--- config.mk ---
export PLATFORM = sky130hd
export DESIGN_NAME = stbuf_top
export DESIGN_NICKNAME = d
export VERILOG_FILES = /design/src/rtl/stbuf_pkg.sv /design/src/rtl/stbuf_ctrl.sv /design/src/rtl/stbuf_search.sv /design/src/rtl/stbuf_top.sv
export SDC_FILE = /design/constraint.sdc
export NUM_CORES = 1
export LEC_CHECK = 0
export ABC_AREA = 1
export BUFFER_PORTS_ARGS = -buffer_cell sky130_fd_sc_hd__buf_2
export CORE_MARGIN = 1.5
export CORE_UTILIZATION = 50
export CTS_BUF_LIST = sky130_fd_sc_hd__clkbuf_4
export DETAILED_ROUTE_END_ITERATION = 12
export PLACE_DENSITY_LB_ADDON = 0.08
export SLEW_MARGIN = 15
export SYNTH_ARGS = -nofsm -noshare
export SYNTH_HDL_FRONTEND = slang
export SYNTH_SLANG_ARGS = --single-unit
--- constraint.sdc ---
create_clock -name clk -period 3.27 [get_ports clk]
set_input_delay 0.327 -clock clk [delete_from_list [all_inputs] [get_ports clk]]
set_output_delay 0.327 -clock clk [all_outputs]
set_load 0.005 [all_outputs]
--- src/rtl/stbuf_pkg.sv ---
// Shared widths and the entry record of the store buffer.
// Assumes 32-bit byte addresses and 32-bit data words.
package stbuf_pkg;
    localparam int ADDR_W   = 32;
    localparam int WORD_W   = 32;
    localparam int ALIGN_LSB = 2;   // low address bits that pick a byte inside a word

    typedef struct packed {
        logic [ADDR_W-1:0] addr;
        logic [WORD_W-1:0] data;
    } stbuf_entry_t;
endpackage

--- src/rtl/stbuf_ctrl.sv ---
// Ring pointer and occupancy control of the store buffer.
// Decides which handshakes fire each cycle. A pop frees a slot before the same
// cycle's push is judged, so a full ring can push and pop together.
// Assumes DEPTH >= 2.
module stbuf_ctrl #(
    parameter int DEPTH = 4,
    localparam int PTR_W = $clog2(DEPTH),
    localparam int CNT_W = $clog2(DEPTH + 1)
) (
    input  logic             clk,
    input  logic             rst_n,
    input  logic             enq_valid,
    input  logic             deq_pop,
    output logic             enq_ready,
    output logic             deq_valid,
    output logic             enq_fire,
    output logic             deq_fire,
    output logic [PTR_W-1:0] head,
    output logic [PTR_W-1:0] tail,
    output logic [CNT_W-1:0] count
);
    localparam logic [CNT_W-1:0] FULL_CNT = CNT_W'(DEPTH);
    localparam logic [PTR_W-1:0] LAST_PTR = PTR_W'(DEPTH - 1);

    // Advances a ring pointer by one slot with wrap.
    function automatic logic [PTR_W-1:0] bump(input logic [PTR_W-1:0] p);
        return (p == LAST_PTR) ? '0 : p + 1'b1;
    endfunction

    // Handshake decisions for this cycle.
    always_comb begin
        deq_valid = (count != '0);
        deq_fire  = deq_valid && deq_pop;
        enq_ready = (count != FULL_CNT) || deq_fire;
        enq_fire  = enq_valid && enq_ready;
    end

    // Pointer and occupancy registers.
    always_ff @(posedge clk) begin
        if (!rst_n) begin
            head  <= '0;
            tail  <= '0;
            count <= '0;
        end else begin
            if (deq_fire) head <= bump(head);
            if (enq_fire) tail <= bump(tail);
            case ({enq_fire, deq_fire})
                2'b10:   count <= count + 1'b1;
                2'b01:   count <= count - 1'b1;
                default: count <= count;
            endcase
        end
    end

    // Occupancy follows the accepted pushes and pops of the previous cycle.
    assert_count_track_R7: assert property (@(posedge clk) disable iff (!rst_n)
        1'b1 |=> (count == $past(count) + CNT_W'($past(enq_fire)) - CNT_W'($past(deq_fire))));

    // A full ring with no pop must refuse a store.
    assert_no_overflow_R2: assert property (@(posedge clk) disable iff (!rst_n)
        (count == FULL_CNT && !deq_pop) |-> !enq_ready);

    // Occupancy never exceeds the ring size.
    assert_count_bound_R2: assert property (@(posedge clk) disable iff (!rst_n)
        count <= FULL_CNT);
endmodule

--- src/rtl/stbuf_search.sv ---
// Youngest-match lookup over the live entries of the store buffer.
// Slots are visited by age, from the oldest (head) to the youngest. A later
// match replaces an earlier one, so the result is correct across pointer wrap.
// Assumes entries outside the live range are never reported.
module stbuf_search
    import stbuf_pkg::*;
#(
    parameter int DEPTH = 4,
    localparam int PTR_W = $clog2(DEPTH),
    localparam int CNT_W = $clog2(DEPTH + 1)
) (
    input  logic                     clk,
    input  logic                     rst_n,
    input  stbuf_entry_t [DEPTH-1:0] ents,
    input  logic [PTR_W-1:0]         head,
    input  logic [CNT_W-1:0]         count,
    input  logic [ADDR_W-1:0]        srch_addr,
    output logic                     srch_hit,
    output logic [WORD_W-1:0]        srch_data
);
    logic [DEPTH-1:0]             age_match;
    logic [DEPTH-1:0][WORD_W-1:0] age_data;

    // One comparator per age position, mapped onto a ring slot.
    for (genvar k = 0; k < DEPTH; k++) begin : g_age
        logic [PTR_W:0]   sum;
        logic [PTR_W-1:0] slot;
        always_comb begin
            sum  = {1'b0, head} + (PTR_W + 1)'(k);
            if (sum >= (PTR_W + 1)'(DEPTH)) sum = sum - (PTR_W + 1)'(DEPTH);
            slot = sum[PTR_W-1:0];
        end
        assign age_match[k] = (CNT_W'(k) < count) &&
            (ents[slot].addr[ADDR_W-1:ALIGN_LSB] == srch_addr[ADDR_W-1:ALIGN_LSB]);
        assign age_data[k]  = ents[slot].data;
    end

    // Priority pick: the highest age index that matches wins.
    always_comb begin
        srch_hit  = 1'b0;
        srch_data = '0;
        for (int k = 0; k < DEPTH; k++) begin
            if (age_match[k]) begin
                srch_hit  = 1'b1;
                srch_data = age_data[k];
            end
        end
    end

    // An empty ring can never produce a hit.
    assert_hit_needs_entry_R3: assert property (@(posedge clk) disable iff (!rst_n)
        (count == '0) |-> !srch_hit);

    // A miss drives a zero word.
    assert_miss_zero_R9: assert property (@(posedge clk) disable iff (!rst_n)
        !srch_hit |-> (srch_data == '0));
endmodule

--- src/rtl/stbuf_top.sv ---
// Store buffer: a ring of address/data pairs with oldest-first draining and
// a combinational youngest-match search for load forwarding.
// Assumes the drain side pops only while deq_valid is high (extra pops are ignored).
module stbuf_top
    import stbuf_pkg::*;
#(
    parameter int DEPTH = 4,
    localparam int PTR_W = $clog2(DEPTH),
    localparam int CNT_W = $clog2(DEPTH + 1)
) (
    input  logic              clk,
    input  logic              rst_n,
    input  logic              enq_valid,
    input  logic [ADDR_W-1:0] enq_addr,
    input  logic [WORD_W-1:0] enq_data,
    output logic              enq_ready,
    input  logic              deq_pop,
    output logic              deq_valid,
    output logic [ADDR_W-1:0] deq_addr,
    output logic [WORD_W-1:0] deq_data,
    input  logic [ADDR_W-1:0] srch_addr,
    output logic              srch_hit,
    output logic [WORD_W-1:0] srch_data
);
    stbuf_entry_t [DEPTH-1:0] ents;
    logic                     enq_fire;
    logic                     deq_fire;
    logic [PTR_W-1:0]         head;
    logic [PTR_W-1:0]         tail;
    logic [CNT_W-1:0]         count;

    stbuf_ctrl #(.DEPTH(DEPTH)) ctrl_i (
        .clk       (clk),
        .rst_n     (rst_n),
        .enq_valid (enq_valid),
        .deq_pop   (deq_pop),
        .enq_ready (enq_ready),
        .deq_valid (deq_valid),
        .enq_fire  (enq_fire),
        .deq_fire  (deq_fire),
        .head      (head),
        .tail      (tail),
        .count     (count)
    );

    // Entry storage: the accepted store is written at the tail slot.
    always_ff @(posedge clk) begin
        if (!rst_n) begin
            ents <= '0;
        end else if (enq_fire) begin
            ents[tail] <= '{addr: enq_addr, data: enq_data};
        end
    end

    // Oldest entry presented to the drain side.
    always_comb begin
        deq_addr = ents[head].addr;
        deq_data = ents[head].data;
    end

    stbuf_search #(.DEPTH(DEPTH)) search_i (
        .clk       (clk),
        .rst_n     (rst_n),
        .ents      (ents),
        .head      (head),
        .count     (count),
        .srch_addr (srch_addr),
        .srch_hit  (srch_hit),
        .srch_data (srch_data)
    );

    // A head that is not popped stays in place with the same contents.
    assert_head_hold_R5: assert property (@(posedge clk) disable iff (!rst_n)
        (deq_valid && !deq_pop) |=> (deq_valid && $stable(deq_addr) && $stable(deq_data)));

    // A store accepted into an empty ring becomes the visible head next cycle.
    assert_first_store_R6: assert property (@(posedge clk) disable iff (!rst_n)
        (!deq_valid && enq_fire) |=> (deq_valid && deq_addr == $past(enq_addr)));
endmodule

Word level (Yosys, flattened, before mapping)
Cells that the tools add are included.
{ "classes": {"addsub": 11, "order_cmp": 15, "eq_ne": 9, "n_mux": 28, "reduce_logical": 10} }
{ "op_table": {"columns": ["cell", "n"], "rows": [
  ["$bmux W64 S2", 5],
  ["$mux W64", 6],
  ["$bwmux W256", 1],
  ["$demux W64 S2", 1],
  ["$mux W32", 4],
  ["$eq A30 B30 Y1", 4],
  ["$lt A2 B3 Y1 const B", 6],
  ["$mux W2", 6],
  ["$ge A3 B3 Y1 const B", 3],
  ["$sub A2 B1 Y2 const B", 4],
  ["$logic_and A1 B1 Y1", 7],
  ["$add A2 B2 Y3 const B", 2],
  ["$eq A2 B2 Y1 const B", 3],
  ["$lt A1 B3 Y1 const A", 2],
  ["$lt A2 B3 Y1 const A", 2],
  ["$pmux W3 S2", 1],
  ["$add A2 B1 Y2 const B", 2],
  ["$mux W1", 4],
  ["$add A2 B1 Y3 const B", 1],
  ["$add A3 B1 Y3 const B", 1],
  ["$ge A2 B3 Y1 const B", 1],
  ["$ne A3 B3 Y1 const B", 1],
  ["$reduce_bool A3 Y1", 1],
  ["$sub A3 B1 Y3 const B", 1],
  ["4 further kinds", 4]
]} }
{ "totals": {"ff_bits": 263, "elab_cells": 84} }

Longest topological paths before layout
Gate-level depths: netlist of run 1.
{ "logic_depth": {"ltp_word": 10, "mapped_depth": 23, "depth_no_buf": 19} }

Cells and area by module
Synthesis of run 1 repeated with hierarchy kept, for this count alone.
{ "unflattened": {"hier_cells": 4174, "area_unflattened_um2": 22472.8} }
{ "by_module_without_submodules": {"columns": ["module", "n_inst", "cells_per_inst", "area_per_inst_um2", "seq_area_each_um2"], "rows": [
  ["stbuf_top", 1, 2002, 12451.9, 5124.9],
  ["stbuf_search", 1, 2121, 9618.0, 0.0],
  ["stbuf_ctrl", 1, 51, 402.9, 140.1]
]} }

Least setup slack after synthesis of run 1
Ideal clock, no wire load.
{ "synth_path": {"path_type": "register -> output", "startpoint": "reg ctrl_i.head[0]", "endpoint": "out srch_data[21]", "arrival_ps": 2335, "setup_slack_ps": 608, "path_stages_with_launch": 20, "n_path_buf": 4, "cell_sequence": "dfxtp_1 > ha_1 > buf_2 > clkbuf_1 > nand3_1 > nand2_1 > nand2_1 > nand2_1 > nand2_1 > nor2_1 > nand2_1 > nor2_2 > buf_4 > buf_2 > nand3_1 > nand2_1 > nand2_1 > nand2_1 > nand2_1 > nand2_1"} }
{ "synth_between": {"elab_chain_cells": 10, "elab_cells_between_ends": 35, "cone_classes": "7 x add/sub; 4 x order compare; 4 x eq/ne; 16 x mux; 4 x reduce/logical"} }
{ "synth_rtl": {"columns": ["item", "line_no", "rtl"], "rows": [
  ["start: declaration", "stbuf_ctrl.sv:18", "output logic [PTR_W-1:0] head,"],
  ["start signal: assignment", "stbuf_ctrl.sv:45", "if (deq_fire) head <= bump(head);"],
  ["$add A2 B1 Y3 (tied with other cells)", "stbuf_search.sv:29", "sum = {1'b0, head} + (PTR_W + 1)'(k);"],
  ["$ge A3 B3 Y1 (tied with other cells)", "stbuf_search.sv:30", "if (sum >= (PTR_W + 1)'(DEPTH)) sum = sum - (PTR_W + 1)'(DEPTH);"],
  ["$mux W2 / $bmux W64 S2 (equally long branches)", "stbuf_search.sv:30, stbuf_search.sv:34, stbuf_search.sv:35", null],
  ["$bmux W64 S2 / $mux W64 (equally long branches)", "stbuf_search.sv:34, stbuf_search.sv:35", null],
  ["$mux W64 (not written as such) / $eq A30 B30 Y1 (equally long branches)", "stbuf_search.sv:34", "(ents[slot].addr[ADDR_W-1:ALIGN_LSB] == srch_addr[ADDR_W-1:ALIGN_LSB]);"],
  ["$eq A30 B30 Y1 / $logic_and A1 B1 Y1 (equally long branches)", "stbuf_search.sv:34, stbuf_search.sv:33", null],
  ["$logic_and A1 B1 Y1 / $mux W32 (equally long branches)", "stbuf_search.sv:33, stbuf_search.sv:43", null],
  ["$mux W32 (2 in series)", "stbuf_search.sv:43", "if (age_match[k]) begin"],
  ["$mux W32 (*)", "stbuf_search.sv:43", null],
  ["end: declaration", "stbuf_top.sv:23", "output logic [WORD_W-1:0] srch_data"]
]} }
Mark *: on every way between the ends. The rest lies on a longest branch, timed or not. The select of a mux whose other input is x is not followed.

Worst setup path after layout of run 1
{ "layout_path": {"startpoint": "reg ctrl_i.head[0]", "endpoint": "out srch_data[2]"} }
The elaborated chain is that of the path after synthesis.

==> results of run 1 <==
## worst register-to-register path, delay by kind of cell, from the launching register on
| family | cells | cell delay [ps] |
|---|---|---|
| AO/OA/AOI/OAI | 2 | 350 |
| flip-flops | 1 | 340 |
| buffers and inverters | 3 | 700 |
| adder cells (fa/ha/maj) | 1 | 190 |
| AND/OR/NAND/NOR | 5 | 960 |
## power by group through the flow
stage / Combinational, uW / Clock, uW / Sequential (uW)
5_1_grt: 11800 / 3540 / 3700
2_1_floorplan: 5920 / 0 / 3680
3_5_place_dp: 9030 / 0 / 3730
4_1_cts: 10100 / 3370 / 3660
3_3_place_gp: 8870 / 0 / 3720
6_report: 10900 / 3320 / 3680
## registers in the layout, indices dropped and copies added, names as in the netlist
signal,cells
ctrl_i.head,2
ctrl_i.tail,2
ctrl_i.count,3
ents,256
## worst min-delay path by stage
stage,end,cells after the start,slack [ps]
after global routing,ctrl_i.tail[1]$_SDFFE_PN0P_,3,60
after floorplan,ents[160]$_SDFFE_PN0P_,2,440
after global placement,ents[97]$_SDFFE_PN0P_,2,450
final,ents[87]$_SDFFE_PN0P_,3,50
after CTS,ents[167]$_SDFFE_PN0P_,3,5
after detailed placement,ents[161]$_SDFFE_PN0P_,2,450
## placed cells by master (no fill, tap or decap), types with 30 or more instances in the layout
cell	synthesis	final
nand2_1	1151	1089
o21ai_0	394	388
nand3_1	418	388
a21oi_1	303	299
inv_1	301	298
dfxtp_1	263	261
buf_2	59	195
clkbuf_4	0	114
buf_4	16	103
nor2_1	91	73
dlygate4sd3_1	0	65
nand2_2	1	55
o211ai_1	39	39
buf_12	0	35
nand3_2	0	30
## area by class of cell
| type | count | share of cell area (%) |
|---|---|---|
| sequential | 263 | 22.10 |
| tap | 468 | 2.454 |
| clock buffer | 114 | 3.586 |
| antenna | 5 | 0.05243 |
| timing repair buffer | 440 | 17.02 |
| clock inverter | 23 | 0.6292 |
| inverter | 315 | 5.180 |
| multi-input combinational | 2485 | 48.98 |
## per-layer routing
layer	up-vias	share of wire [%]	global-route usage, %
met5	-	0	0
met4	0	7.4	26.64
met3	290	8.0	6.412
met2	1095	47	66.81
met1	10640	38	44.48
li1	11320	-	-
## timing repair
item	4_1_cts	5_1_grt
hold endpoints to repair	258	0
gates cloned	16	13
hold buffers	65	0
pin swaps	14	40
buffers inserted	18	14
setup endpoints to repair	33	44
gates resized for setup	85	111
## metrics by stage
stage / util (%) / setup TNS, ps
after CTS: 63.07 / -19100
after global routing: 65.03 / -24560
final: 65.03 / -19850
after global placement: 55.88 / 0
after floorplan: - / 0
after detailed placement: 55.88 / 0
## logic make-up (layout without fill, tap and decap cells)
kind of cell	Yosys count	in the layout	synth area share (%)
buffers and inverters	548	892	11.90
AND/OR/NAND/NOR	1680	1680	36.86
flip-flops	263	263	28.20
XOR/XNOR	23	23	1.079
other	0	5	0
AO/OA/AOI/OAI	772	772	21.29
adder cells (fa/ha/maj)	10	10	0.6702
==> impl_metrics.py, run 1 <==
metrics = {
    "layout": {
        "multiInputGateArea_sq_um": 11690,
        "nFillCells": 3449,
        "final_cell_area_sq_um": 23860,
        "fin_nets": 3691,
        "instances_no_fill": 4113,
        "area_growth_syn_to_layout_pct": 27.83,
        "ff_latch_area_sq_um": 5273,
        "drive_above_1_share_pct": 17.72,
    },
    "timing": {
        "drv_slew": 0,
        "finalSetupViolations": 33,
        "fin_crit_ps": 3911,
        "layout_setup_ws_ps": -640.9,
        "rsz0062_at_grt": "true",
        "fmax_mhz": 255.7,
        "maxSlewHeadroom_pct": 42.13,
        "holdWs_ps": 50.46,
        "worst_pin_slew_ps": 868.1,
        "finalHoldViolations": 0,
        "finalClockSkew_ps": 51.67,
        "min_period_over_period_pct": 119.6,
    },
    "grt": {
        "grt_pass1_vias": 21430,
        "gr-total-overflow": 0,
        "grt_max_degree": 161,
        "grt_antenna_before_repair": 5,
        "track_usage_pct": 38.96,
        "grt_pass1_wl_um": 116700,
    },
    "logic_synthesis": {
        "syn_area_per_cell_sq_um": 5.664,
        "synth_ff_type": "dfxtp_1",
        "syn_area_sq_um": 18670,
        "synth_cells": 3296,
        "yosys-top-cells-count": "nand2_1, nand3_1, o21ai_0, a21oi_1, inv_1",
        "synth_seq_cells": 263,
        "yosysWarnings": 0,
        "synth_top_area_share_pct": 28.20,
        "synth_edf_count": 0,
        "synth_nets": 3406,
        "synth_area_leaders": "dfxtp_1, nand2_1, nand3_1, o21ai_0, a21oi_1",
        "synth.distinct_cells": 29,
        "synth_top_cell_by_area": "dfxtp_1",
        "yosysSeqAreaShare_pct": 28.20,
        "yosysMostFrequentCell": "nand2_1",
        "synthArstFlopShare_pct": 0,
    },
    "pwr": {
        "p_per_area_nw_per_um2": 749.5,
        "finalPower_uw": 17890,
        "power.net_switching_uw": 8583,
        "netSwitchingFraction_pct": 47.99,
        "p_leak_uw": 0.01116,
        "ir_drop_v": 0.0003997,
        "p_int_uw": 9303,
        "p_clk_share_pct": 18.6,
        "combPwrFrac_pct": 60.9,
        "share_seq_of_total_power_pct": 20.6,
    },
    "place": {
        "io_buffers": 196,
        "placed_area_sq_um": 20510,
        "gp_congestion": 1.066,
        "pre_cts_ws_ps": 167.5,
        "dp_hpwl_um": 50560,
        "placed_cells": 3848,
    },
    "clock_network": {
        "clk_latency_ps": 820,
        "numClockSinks": 263,
        "cts_root_buffer": "clkbuf_4",
        "cts_htree_levels": 3,
        "cts_max_path_buffers": 3,
        "numCtsBuffers": 76,
        "cts_tree": "built",
        "clk_pin_slew_ps": 70,
    },
    "drt": {
        "drt_first_pass_iters": 6,
        "vias_per_cell": 5.677,
        "wirelength_um": 78990,
        "drc": 0,
        "wl_per_cell_um": 19.20,
        "drtIter0Drc": 2048,
        "antenna_left": 0,
        "vias": 23350,
    },
    "die": {
        "io_pins": 199,
        "die_area_sq_um": 38500,
        "fp.dieH_um": 196.2,
        "core_area_sq_um": 36700,
        "start_util_pct": 50.87,
        "placementRows": 70,
        "die_w_um": 196.2,
    },
    "setup_path": {
        "crit_end": "srch_data[2]",
        "cp_max_fo": 7,
        "crit_cells": 22,
        "crit_top_cell": "nand2_1",
        "crit_slowest_cell": "dfxtp_4",
        "cp_top_family": "simple AND/OR/NAND/NOR gates",
        "startpoint": "ctrl_i.head[0]$_SDFFE_PN0P_",
        "reg2reg_from": "ctrl_i.count[0]$_SDFFE_PN0P_",
        "ff2ff_setup_slack_ps": 670,
        "cp_cell_sequence": "buf_12, clkinv_16, buf_16, buf_12, nand2_2, nand3_2, nand2_4, buf_4, o21ai_0, inv_1, nand2_2, nor2_4, nand2_1, nor2_1, nand2_2, nand2_8, clkbuf_16, nand2_1, nand2_1, nand2_1, nand2_1, buf_2",
        "critical_path_buf_inv_count": 8,
        "required_ps": 2940,
        "path_class": "flop to output pin",
        "slowest_delay_ps": 410,
        "end_kind": "output pin",
        "start_kind": "flop",
        "reg2reg_depth": 11,
        "timing.rr.end": "ents[3]$_SDFFE_PN0P_",
        "critical_path_arrival_ps": 3580,
    },
    "min_path": {
        "min_from": "rst_n",
        "hp-class": "primary input to flop",
    },
    "run_status": {
        "status": "finished, violations left",
        "violations": "setup timing",
    },
    "job": {
        "drv_cap": 0,
    },
}
(Power assumes the default switching activity.)
==> inputs of run 2 (changes only) <==
--- a/config.mk
+++ b/config.mk
@@ -12,7 +12,9 @@
 export CTS_BUF_LIST = sky130_fd_sc_hd__clkbuf_4
 export DETAILED_ROUTE_END_ITERATION = 12
 export PLACE_DENSITY_LB_ADDON = 0.08
+export SETUP_SLACK_MARGIN = 0.02
 export SLEW_MARGIN = 15
 export SYNTH_ARGS = -nofsm -noshare
 export SYNTH_HDL_FRONTEND = slang
+export SYNTH_HIERARCHICAL = 1
 export SYNTH_SLANG_ARGS = --single-unit
==> run 2 against run 1 <==
  * The flow still finishes with violations (setup timing)
  * Design area up 12%
  * Via count rose by 14%
  * Synthesized cell count is 27% higher
  * Critical path depth increased by 1
==> impl_metrics.py, run 2 <==
metrics = {
    "drt": {
        "vias_per_cell": 5.301,
        "drc": 0,
        "wirelength_um": 81560,
        "drtIter0Drc": 2739,
        "vias": 26530,
        "drt_first_pass_iters": 7,
        "antenna_left": 0,
        "wl_per_cell_um": 16.30,
    },
    "die": {
        "start_util_pct": 50.71,
        "io_pins": 199,
        "core_area_sq_um": 44320,
        "fp.dieH_um": 215.0,
        "placementRows": 77,
        "die_w_um": 215.0,
        "die_area_sq_um": 46230,
    },
    "layout": {
        "largestRegisters": "ents x256, ctrl_i/count x3",
        "fin_util_pct": 60.53,
        "largest_register_ffs": 256,
        "nFillCells": 4580,
        "drive_above_1_share_pct": 12.38,
        "final_common_cell": "nand2_1",
        "layout_common_cells": "nand2_1, nor2_1, inv_1",
        "regMostFlops": "ents",
        "area_growth_syn_to_layout_pct": 19.37,
        "fin_nets": 4462,
    },
    "logic_synthesis": {
        "synth-compound-area-share_pct": 15.37,
        "yosysWarnings": 6,
        "synth_top_family_by_area": "simple AND/OR/NAND/NOR gates",
        "synth_ff_type": "dfxtp_1",
        "yosys.area_share.simple_pct": 44.95,
        "synthArstFlopShare_pct": 0,
        "yosysMostFrequentCell": "nand2_1",
        "synth_nets": 4277,
        "synth_top_cell_by_area": "nand2_1",
        "synth_seq_cells": 263,
        "synth.distinct_cells": 31,
        "synthAdderAreaFrac_pct": 0.2004,
        "yosysSeqAreaShare_pct": 23.43,
        "synthXorXnorAreaFrac_pct": 0.8574,
        "synth_top_area_share_pct": 30.12,
        "yosys-top-cells-count": "nand2_1, nor2_1, inv_1, dfxtp_1, nand3_1",
        "synth_edf_count": 0,
        "synth_cells": 4174,
        "syn_area_sq_um": 22470,
        "muxShareOfSynthArea_pct": 1.425,
        "synth_area_leaders": "nand2_1, dfxtp_1, nor2_1, o211ai_1, inv_1",
        "syn_area_per_cell_sq_um": 5.384,
    },
    "timing": {
        "drv_slew": 0,
        "finalHoldViolations": 0,
        "maxSlewHeadroom_pct": 25.22,
        "rsz0062_at_grt": "true",
        "fmax_mhz": 250.0,
        "min_period_over_period_pct": 122.3,
        "layout_setup_ws_ps": -730.3,
        "fin_crit_ps": 4000,
        "worst_pin_slew_ps": 1122,
        "finalSetupViolations": 33,
        "finalClockSkew_ps": 57.17,
        "tns_ps": -22870,
    },
    "setup_path": {
        "ff2ff_setup_slack_ps": 790,
        "cp_max_fo": 17,
        "reg2reg_depth": 10,
        "start_kind": "flop",
        "critical_path_arrival_ps": 3670,
        "end_kind": "output pin",
        "path_class": "flop to output pin",
        "timing.rr.end": "ents[142]$_SDFFE_PN0P_",
        "reg2reg_from": "ctrl_i/count[0]$_SDFFE_PN0P_",
        "required_ps": 2940,
    },
    "pwr": {
        "netSwitchingFraction_pct": 44.66,
        "power.net_switching_uw": 5956,
        "finalPower_uw": 13340,
        "p_per_area_nw_per_um2": 497.2,
        "p_leak_uw": 0.01393,
        "combPwrFrac_pct": 48.2,
        "p_clk_share_pct": 23.9,
        "p_int_uw": 7381,
        "share_seq_of_total_power_pct": 27.9,
        "ir_drop_v": 0.0003888,
    },
    "place": {
        "gp_congestion": 0.9959,
        "io_buffers": 196,
        "dp_hpwl_um": 48800,
    },
    "min_path": {
        "hp-class": "primary input to flop",
        "hold-path-endpoint": "ents[105]$_SDFFE_PN0P_",
        "holdPathStages": 4,
        "min_from": "enq_addr[9]",
    },
    "job": {
        "drv_cap": 0,
    },
    "clock_network": {
        "cts_root_buffer": "clkbuf_4",
        "cts_max_path_buffers": 3,
        "cts_htree_levels": 3,
        "numClockSinks": 263,
        "clk_latency_ps": 860,
        "numCtsBuffers": 80,
        "cts_tree": "built",
        "clk_pin_slew_ps": 90,
    },
    "grt": {
        "gr-total-overflow": 0,
        "grt_pass1_wl_um": 123100,
        "grt_antenna_before_repair": 11,
        "grt_pass1_vias": 22640,
        "track_usage_pct": 33.34,
        "grt_max_degree": 129,
    },
    "run_status": {
        "status": "finished, violations left",
        "violations": "setup timing",
    },
}
[run 2: changes by cell type in the layout (fill, tap and decap cells not counted), moves of 9 or more]
cell / previous run / this run
o21ai_1: 26 / 35
nand3_2: 30 / 12
nor2_1: 73 / 513
a21oi_1: 299 / 100
nand2_1: 1089 / 1753
o211ai_1: 39 / 222
buf_4: 103 / 27
nand3_1: 388 / 217
mux2i_1: 0 / 32
inv_1: 298 / 410
o21ai_0: 388 / 189
[run 2: final cells by class]
class	instances	area, sq um	share of cell area, %
antenna	10	25.02	0.09328
clock buffer	111	833.3	3.106
clock inverter	15	92.59	0.3451
inverter	419	1607	5.989
multi-input combinational	3218	14570	54.32
sequential	263	5273	19.65
tap	592	740.7	2.761
timing repair buffer	377	3682	13.73
[run 2: cells by family (layout without fill, tap and decap cells)]
logic type                 after synthesis  count (layout)
DFF                                    263             263
adders and majority gates                3               3
xor gates and xnor gates                22              22
other                                    0              10
muxes                                   32              32
buffers and inverters                  695             922
and+or+nand+nor                       2587            2589
AOI/OAI and AO/OA                      572             572
[run 2: power groups by stage]
stage / clock (uW) / combinational (uW) / sequential [uW]
final: 3190 / 6420 / 3720
after detailed placement: 0 / 5410 / 3790
after global placement: 0 / 5360 / 3780
after CTS: 3270 / 6060 / 3710
after global routing: 3420 / 7060 / 3760
after floorplan: 0 / 4040 / 3700
[run 2: timing repair]
item                                   in CTS  in global routing
pin swaps                                   9                  8
gates resized for setup                   103                 75
endpoints found under the hold margin     262                  0
hold buffers                               69                  0
cloned                                     19                 13
setup buffers                              22                  9
setup endpoints to repair                  56                 45
[run 2: per-layer routing]
layer,share of wire [%],up-vias,track usage [%]
met5,0.026,-,0
met4,3.4,4,12.52
met3,9.7,172,7.162
met2,43,1164,50.94
met1,44,11730,45.89
li1,-,13460,-
[run 2: worst max-delay path, stage by stage (launching register included)]
cell and delay (ps):
dfxtp_4 380, buf_12 160, clkinv_16 110, nand2_8 80, nand2_8 90, buf_12 150
buf_16 150, nand2_1 60, nand3_1 70, nand2_1 100, nand2_1 60, nor2_1 110
nand2_2 100, nor2_4 220, buf_12 140, nand2_4 80, buf_12 170, nand2_1 60
nand2_1 50, nand2_1 50, nand2_1 50, nand2_1 90, nand2_2 90, buf_2 140
[run 2: worst max-delay path by stage]
stage / start / to / slack [ps] / depth (start not counted)
2_1_floorplan: ctrl_i/head[0]$_SDFFE_PN0N_ / srch_data[22] / 830 / 16
3_3_place_gp: ctrl_i/head[0]$_SDFFE_PN0N_ / srch_data[0] / 210 / 20
3_5_place_dp: ctrl_i/head[0]$_SDFFE_PN0N_ / srch_data[0] / 190 / 15
4_1_cts: ctrl_i/head[0]$_SDFFE_PN0N_ / srch_data[27] / -640 / 23
5_1_grt: ctrl_i/head[0]$_SDFFE_PN0N_ / srch_data[21] / -900 / 22
6_report: ctrl_i/head[0]$_SDFFE_PN0N_ / srch_data[0] / -730 / 23
[run 2: per-stage QoR]
stage	setup slack (ps)	hold slack [ps]	cells	instance area [sq um]
after floorplan	826.0	447.7	4174	22470
after global placement	212.2	463.5	4737	23440
after detailed placement	192.6	475.0	4737	23440
after CTS	-644.6	216.6	4973	26100
after global routing	-900.1	248.2	5005	26830
final	-730.3	280.3	5005	26830
